$ cat config.mk
export PLATFORM = sky130hd
export DESIGN_NAME = cbuf_agen
export DESIGN_NICKNAME = d
export VERILOG_FILES = /design/src/rtl/cbuf_agen_pkg.sv /design/src/rtl/cbuf_agen_wrap.sv /design/src/rtl/cbuf_agen_regs.sv /design/src/rtl/cbuf_agen.sv
export SDC_FILE = /design/constraint.sdc
export NUM_CORES = 1
export LEC_CHECK = 0
export CORE_MARGIN = 4
export CORE_UTILIZATION = 60
export DETAILED_ROUTE_END_ITERATION = 10
export GPL_TIMING_DRIVEN = 1
export HOLD_SLACK_MARGIN = 0.08
export PLACE_DENSITY = 0.79
export SYNTH_ARGS = -nofsm -noshare
export SYNTH_HDL_FRONTEND = slang
export SYNTH_SLANG_ARGS = --single-unit
$ cat constraint.sdc
create_clock -name clk -period 6.2 [get_ports clk]
set_input_delay 0.62 -clock clk [delete_from_list [all_inputs] [get_ports clk]]
set_output_delay 0.62 -clock clk [all_outputs]
set_load 0.05 [all_outputs]
$ cat src/rtl/cbuf_agen_pkg.sv
package cbuf_agen_pkg;
  typedef enum logic [1:0] {
    FLD_PTR  = 2'd0,
    FLD_STEP = 2'd1,
    FLD_SIZE = 2'd2
  } fld_e;

  typedef enum logic {
    CMD_ACCESS  = 1'b0,
    CMD_STEPONLY = 1'b1
  } cmd_e;
endpackage

$ cat src/rtl/cbuf_agen_wrap.sv
module cbuf_agen_wrap #(
  parameter int AW = 14,
  parameter int LW = AW + 1
) (
  input  logic [AW-1:0] ptr,
  input  logic [AW-1:0] base,
  input  logic [AW-1:0] step,
  input  logic [LW-1:0] size,
  output logic [AW-1:0] nxt
);
  localparam int XW = AW + 3;

  logic signed [XW-1:0] sum, lo, hi, sz;

  always_comb begin
    sum = $signed({3'b000, ptr}) + $signed({{3{step[AW-1]}}, step});
    lo  = $signed({3'b000, base});
    sz  = $signed({{(XW-LW){1'b0}}, size});
    hi  = lo + sz;
    if (size == '0)
      nxt = sum[AW-1:0];
    else if (sum >= hi)
      nxt = AW'(sum - sz);
    else if (sum < lo)
      nxt = AW'(sum + sz);
    else
      nxt = sum[AW-1:0];
  end
endmodule

$ cat src/rtl/cbuf_agen_regs.sv
module cbuf_agen_regs
  import cbuf_agen_pkg::*;
#(
  parameter int NSETS = 4,
  parameter int AW    = 14,
  parameter int LW    = AW + 1,
  localparam int SW   = $clog2(NSETS)
) (
  input  logic          clk,
  input  logic          rst_n,
  input  logic          wr_en,
  input  logic [SW-1:0] wr_sel,
  input  logic [1:0]    wr_kind,
  input  logic [LW-1:0] wr_data,
  input  logic          upd_en,
  input  logic [SW-1:0] upd_sel,
  input  logic [AW-1:0] upd_ptr,
  output logic [AW-1:0] cur_ptr,
  output logic [AW-1:0] cur_base,
  output logic [AW-1:0] cur_step,
  output logic [LW-1:0] cur_size
);
  logic [AW-1:0] ptr_q  [NSETS];
  logic [AW-1:0] base_q [NSETS];
  logic [AW-1:0] step_q [NSETS];
  logic [LW-1:0] size_q [NSETS];

  for (genvar s = 0; s < NSETS; s++) begin : g_set
    logic          hit_w, ptr_w, step_w, size_w, ptr_u, ptr_en;
    logic [AW-1:0] ptr_d;

    always_comb begin
      hit_w  = wr_en && (wr_sel == SW'(s));
      ptr_w  = hit_w && (fld_e'(wr_kind) == FLD_PTR);
      step_w = hit_w && (fld_e'(wr_kind) == FLD_STEP);
      size_w = hit_w && (fld_e'(wr_kind) == FLD_SIZE);
      ptr_u  = upd_en && (upd_sel == SW'(s));
      ptr_en = ptr_w || ptr_u;
      ptr_d  = ptr_w ? wr_data[AW-1:0] : upd_ptr;
    end

    always_ff @(posedge clk or negedge rst_n) begin
      if (!rst_n) begin
        ptr_q[s]  <= '0;
        base_q[s] <= '0;
        step_q[s] <= '0;
        size_q[s] <= '0;
      end else begin
        if (ptr_en) ptr_q[s]  <= ptr_d;
        if (ptr_w)  base_q[s] <= wr_data[AW-1:0];
        if (step_w) step_q[s] <= wr_data[AW-1:0];
        if (size_w) size_q[s] <= wr_data;
      end
    end
  end

  always_comb begin
    cur_ptr  = ptr_q[upd_sel];
    cur_base = base_q[upd_sel];
    cur_step = step_q[upd_sel];
    cur_size = size_q[upd_sel];
  end
endmodule

$ cat src/rtl/cbuf_agen.sv
module cbuf_agen
  import cbuf_agen_pkg::*;
#(
  parameter int NSETS = 4,
  parameter int AW    = 14,
  localparam int LW   = AW + 1,
  localparam int SW   = $clog2(NSETS)
) (
  input  logic          clk,
  input  logic          rst_n,
  input  logic          wr_en,
  input  logic [SW-1:0] wr_sel,
  input  logic [1:0]    wr_kind,
  input  logic [LW-1:0] wr_data,
  input  logic          op_valid,
  input  logic          op_kind,
  input  logic [SW-1:0] op_sel,
  output logic          mem_req,
  output logic [AW-1:0] mem_addr
);
  logic [AW-1:0] cur_ptr, cur_base, cur_step, nxt_ptr;
  logic [LW-1:0] cur_size;
  logic          req_d, addr_en;
  logic [AW-1:0] addr_d;

  cbuf_agen_regs #(.NSETS(NSETS), .AW(AW), .LW(LW)) u_regs (
    .clk      (clk),
    .rst_n    (rst_n),
    .wr_en    (wr_en),
    .wr_sel   (wr_sel),
    .wr_kind  (wr_kind),
    .wr_data  (wr_data),
    .upd_en   (op_valid),
    .upd_sel  (op_sel),
    .upd_ptr  (nxt_ptr),
    .cur_ptr  (cur_ptr),
    .cur_base (cur_base),
    .cur_step (cur_step),
    .cur_size (cur_size)
  );

  cbuf_agen_wrap #(.AW(AW), .LW(LW)) u_wrap (
    .ptr  (cur_ptr),
    .base (cur_base),
    .step (cur_step),
    .size (cur_size),
    .nxt  (nxt_ptr)
  );

  always_comb begin
    req_d   = op_valid && (cmd_e'(op_kind) == CMD_ACCESS);
    addr_en = req_d;
    addr_d  = cur_ptr;
  end

  always_ff @(posedge clk or negedge rst_n) begin
    if (!rst_n) begin
      mem_req  <= 1'b0;
      mem_addr <= '0;
    end else begin
      mem_req <= req_d;
      if (addr_en) mem_addr <= addr_d;
    end
  end
endmodule

======== Yosys cells after proc, flatten, opt, wreduce, memory -nomap -nowiden ========
Cells that the tools add are included.
Widths: inputs -> output; s select.
cells by class
  bitwise logic cells ..................... 2
  mux-type cells .......................... 19
  reductions and logical operators ........ 29
  eq/ne operators ......................... 8
  add/sub/neg operators ................... 4
  magnitude comparators ................... 3
operators with widths
  operator            number
  $mux 14             13
  $bmux 14 s2         3
  $bmux 15 s2         1
  $mux 15             2
  $logic_and 1x1->1   21
  $ge 16x17->1        1
  $add 14x15->16      1
  $add 15x14->16      1
  $lt 16x15->1        1
  $logic_not 15->1    1
  $add 14x14->14      1
  $sub 14x14->14      1
  $eq 2x2->1 const B  5
  $eq 2x1->1 const B  3
  $logic_not 2->1     3
  $logic_or 1x1->1    4
  $ge 3x3->1 const B  1
  $not 2->3           1
  $not 1->1           1
word-level totals
  register bits ........................... 243
  logic and storage cells ................. 83

======== Longest topological paths before layout ========
  depth in word-level cells ............... 10
  gate-level depth with buffers ........... 29
  depth with buffers taken out ............ 22

======== Hierarchy ========
A second synthesis with hierarchy kept.
second synthesis, totals
  cells, all modules ...................... 1295
  area total of the unflattened synthesis .. 14694.1 µm²
modules (own cells, without submodules)
  module          seq. area each (µm²)  cells each  area each (µm²)  times used
  cbuf_agen_regs  5705.5                774         10498.8          1
  cbuf_agen_wrap  0.0                   489         3583.4           1
  cbuf_agen       375.4                 32          611.8            1

======== Worst setup path before layout ========
No wires, ideal clock.
  kind .................................... input to register
  from .................................... in op_sel[0]
  to ...................................... reg u_regs.ptr_q[21] (netlist bit)
  arrival ................................. 6.851 ns
  cell stages on the path ................. 26
  path buffers ............................ 6
  setup time .............................. 0.128 ns
  setup slack ............................. -0.779 ns
  cell sequence ........................... buf_6 -> clkbuf_1 -> buf_1 -> buf_1 -> mux4_2 -> ha_1 -> a211oi_1 -> o21ai_1 -> nand2_1 -> a21oi_1 -> or3_1 -> a21oi_1 -> xor2_1 -> ha_1 -> nand4_1 -> or3_1 -> nand3_1 -> a311oi_1 -> o31ai_1 -> o2111a_1 -> buf_2 -> nor3_1 -> clkbuf_1 -> a221o_1 -> o32ai_1 -> o21ai_1
between the ends
  word-level cells in the longest chain between the ends .. 10
  elaborated cells on any way between the ends .. 27
  classes of those cells .................. add/sub (4); order compare (2); eq/ne (1); mux (16); bitwise (1); reduce/logical (3)
RTL lines
  what                                                   RTL line                                    text
  start: declaration                                     cbuf_agen.sv:17                             input logic [SW-1:0] op_sel,
  $not 2->3 (implied by the code)                        -
  $bmux 14 s2, on equally long branches                  cbuf_agen_regs.sv:58, cbuf_agen_regs.sv:60
  $mux 14, on equally long branches (2 in series)        cbuf_agen_regs.sv:58, cbuf_agen_regs.sv:60
  $add 15x14->16                                         cbuf_agen_wrap.sv:16                        sum = $signed({3'b000, ptr}) + $signed({{3{step[AW-1]}}, step});
  $add 14x14->14 / $lt 16x15->1 (equally long branches)  cbuf_agen_wrap.sv:25, cbuf_agen_wrap.sv:24
  $mux 14                                                cbuf_agen_wrap.sv:24                        else if (sum < lo)
  $mux 14                                                cbuf_agen_wrap.sv:22                        else if (sum >= hi)
  $mux 14                                                cbuf_agen_wrap.sv:20                        if (size == '0)
  $mux 14                                                cbuf_agen_regs.sv:39                        ptr_d = ptr_w ? wr_data[AW-1:0] : upd_ptr;
  end signal: indexed assignment                         cbuf_agen_regs.sv:49                        if (ptr_en) ptr_q[s] <= ptr_d;
  end: declaration                                       cbuf_agen_regs.sv:23                        logic [AW-1:0] ptr_q [NSETS];
Several ways; a longest one is shown, not always the timed one. The select of a mux whose other input is x is not followed.
A chain may end at the register's enable or synchronous reset.

======== Final worst setup path ========
  from .................................... in op_sel[0]
  to ...................................... reg u_regs.ptr_q[19] (netlist bit)
Same word-level chain as after synthesis.

==> results.json <==
{
  "wire_per_inst_um": 24.4,
  "drv_slew": 0,
  "switching_share_pct": 45.4,
  "place_hpwl_mm": 35.5,
  "clkSinkCount": 243,
  "synth_area_um2": 15300,
  "synthAdderAreaFrac_pct": 6.99,
  "antenna_found_initial": 1,
  "via_per_inst": 6.70,
  "p_total_mw": 12.0,
  "p_clk_share_pct": 13.4,
  "initialDrtViolationCount": 1624,
  "die_h_um": 168,
  "clkSlewWorstSetupHoldPaths_ns": 0.06,
  "max_slew_margin_pct": 27.5,
  "placed_area_um2": 17300,
  "comb_power_share_pct": 67.2,
  "ys_warn_count": 0,
  "timing.rr.end": "u_regs.ptr_q[19]",
  "synthCells": 1526,
  "r2r_start": "u_regs.step_q[1]",
  "status": "complete, no violations",
  "die_area_um2": 28100,
  "vias": 13700,
  "synth-simple-area-share_pct": 14.0,
  "dr.pass1.iters": 7,
  "start_util_pct": 60.9,
  "seqPwrFrac_pct": 19.4,
  "n_fill_cell": 1735,
  "crit_fanout": 15,
  "synth-async-reset-ratio_pct": 100,
  "avgSynthCellArea_um2": 10.0,
  "grt_use_total_pct": 34.6,
  "cts_root_buf": "clkbuf_16",
  "ant_nets": 0,
  "peakVddDrop_v": 0.000412,
  "grt_overflow": 0,
  "routed_wl_mm": 49.7,
  "cap_violations": 0,
  "grt_pass1_wl_mm": 76.7,
  "final_cell_mix": "dfrtp_1 (243), nand2_1 (237), buf_4 (190)",
  "h-tree-depth": 1,
  "rr_worst_depth": 25,
  "synth-xor-area-share_pct": 1.48,
  "core_area_um2": 25100,
  "period_share_pct": 95.9,
  "final_core_utilization_pct": 72.8,
  "hp-class": "primary input to asynchronous set/reset pin",
  "seq_area_um2": 6080,
  "final_area_um2": 18300,
  "numCtsBuffers": 24,
  "grt_max_degree": 123,
  "synth.area.mux_share_pct": 18.1,
  "crit_path_start_kind": "primary input",
  "max_freq_mhz": 168,
  "gp_congestion": 1.04,
  "finClkSkew_ns": 0.0102,
  "synth_compound_area_share_pct": 15.6,
  "n_antenna_cell": 0,
  "synth_seq_cells": 243,
  "cp_data_required_time_ns": 6.58,
  "synth.yosys.seq_area_share_pct": 39.8,
  "power_density_nw_per_um2": 659,
  "setup_violations": 0,
  "worstSkewPairLatency_ns": 0.52,
  "hold_violations": 0,
  "tightest_slew_ns": 1.09,
  "syn_to_final_growth_pct": 19.6,
  "synth_edf_count": 0,
  "io_buffers": 40,
  "internal_power_mw": 6.58,
  "multi_input_area_um2": 8700,
  "die_x_um": 168,
  "final_common_cell": "dfrtp_1",
  "ios": 41,
  "synth_top_family_by_area": "multiplexers",
  "fin_crit_ns": 5.95,
  "nets": 1802,
  "p_leak_nw": 8.26,
  "power.net_switching_mw": 5.47,
  "route.detailed.drc": 0,
  "ys_types": 71,
  "ctsHoldBuffers": 0,
  "cts_buffer_depth": 3,
  "arrival_ns": 6.33,
  "criticalPathCategory": "primary input to flip-flop",
  "rrSetupSlack_ns": 0.33,
  "cp-end-kind": "flip-flop",
  "rows": 58,
  "cts_tree": "done",
  "grt_pass1_vias": 13700,
  "syn_nets": 1635,
  "drive_above_1_share_pct": 26.7,
  "synth_ff_type": "dfrtp_1",
  "setup_tns_ns": 0
}
==> cells by family (layout without fill, tap and decap cells) <==
kind of cell	count (synthesis)	after routing
xor gates and xnor gates	25	25
and+or+nand+nor	478	478
buffers and inverters	156	339
AOI/OAI and AO/OA	352	352
adders and majority gates	83	83
DFF	243	243
muxes	189	189
==> power by group through the flow <==
| stage | Combinational, mW | Clock [mW] | Sequential (mW) |
|---|---|---|---|
| finish | 8.09 | 1.61 | 2.34 |
| floorplan | 4.46 | 0 | 2.41 |
| CTS | 7.76 | 1.62 | 2.32 |
| detailed placement | 7.69 | 0 | 2.33 |
| global placement | 7.52 | 0 | 2.30 |
| global route | 8.69 | 1.69 | 2.38 |
==> layout make-up <==
class                           count  share of cell area (%)
Clock buffer                       31                    3.60
Sequential cell                   243                    33.3
Inverter                           58                    1.19
Timing Repair Buffer              239                    10.9
Clock inverter                     11                    1.14
Multi-Input combinational cell   1127                    47.6
Tap cell                          330                    2.26
==> flip-flops by register name (all words and copies together), names as in the netlist <==
signal,count
u_regs.size_q,60
u_regs.base_q,56
u_regs.ptr_q,56
u_regs.step_q,56
mem_addr,14
mem_req,1
==> critical path, stage by stage <==
cell	delay [ns]
buf_6	0.21
buf_4	0.20
mux4_2	0.58
ha_1	0.35
o211a_1	0.27
a2111oi_4	0.45
or2_2	0.19
o21ai_0	0.08
a21oi_1	0.17
o21bai_1	0.08
a21oi_1	0.23
nor2b_1	0.07
o21ai_0	0.24
ha_1	0.29
nand4_1	0.08
or3_1	0.13
nand3_1	0.07
a311oi_1	0.26
o31ai_1	0.14
o2111ai_1	0.09
buf_4	0.23
a21oi_1	0.11
buf_4	0.20
a221o_1	0.39
o32ai_1	0.44
o21ai_1	0.13
==> per-stage QoR <==
| step | instances | setup slack, ns | hold slack (ns) |
|---|---|---|---|
| after floorplan | 1526 | 0.0324 | 0.324 |
| after global placement | 1996 | -0.186 | 0.454 |
| after detailed placement | 1996 | -0.301 | 0.459 |
| after CTS | 2038 | 0.198 | 0.218 |
| after global routing | 2039 | -0.0153 | 0.248 |
| final | 2039 | 0.252 | 0.169 |
==> cells in the mapped netlist, drive strengths merged (6+ instances only) <==
library cell	number	area, um^2
nand2	237	890
o21a	8	60.1
nor3	29	145
a221o	10	100
nor2b	12	75.1
dfrtp	243	6080
nor4	6	37.5
nand3	16	80.1
o32ai	25	219
o31ai	11	82.6
ha	79	988
nand2b	12	75.1
a21o	16	120
clkbuf	84	315
a211oi	11	82.6
and3	6	37.5
a31oi	14	87.6
xor2	16	140
a211o	14	123
a21oi	68	340
o31a	8	70.1
and2	15	93.8
xnor2	9	86.3
o211ai	13	97.6
or3	22	138
mux2	131	1480
inv	58	218
nor2	92	345
nand4	9	56.3
mux4	57	1280
o21ai	108	541
buf	14	75.1
==> worst max path at each step <==
stage / endpoint / cells past startpoint / from
finish: u_regs.ptr_q[19] / 26 / op_sel[0]
CTS: u_regs.ptr_q[44] / 26 / op_sel[0]
global route: u_regs.ptr_q[30] / 26 / op_sel[0]
global placement: u_regs.ptr_q[24] / 27 / op_sel[0]
floorplan: u_regs.ptr_q[21] / 25 / op_sel[0]
detailed placement: u_regs.ptr_q[44] / 26 / op_sel[0]
==> metal layers <==
layer	track usage [%]	up-vias	routed length, um
met5	0	-	13
met4	12.8	2	2130
met3	8.38	171	5310
met2	55.6	826	22900
met1	46.2	6741	19300
li1	-	5919	-
==> what timing repair did <==
item                                    4_1_cts  5_1_grt
resized for setup                             0       12
endpoints found under the hold margin         0        0
endpoints found under the setup margin        0       54
setup buffers                                 0        1
Note: power is estimated with default switching activity, not from simulation.
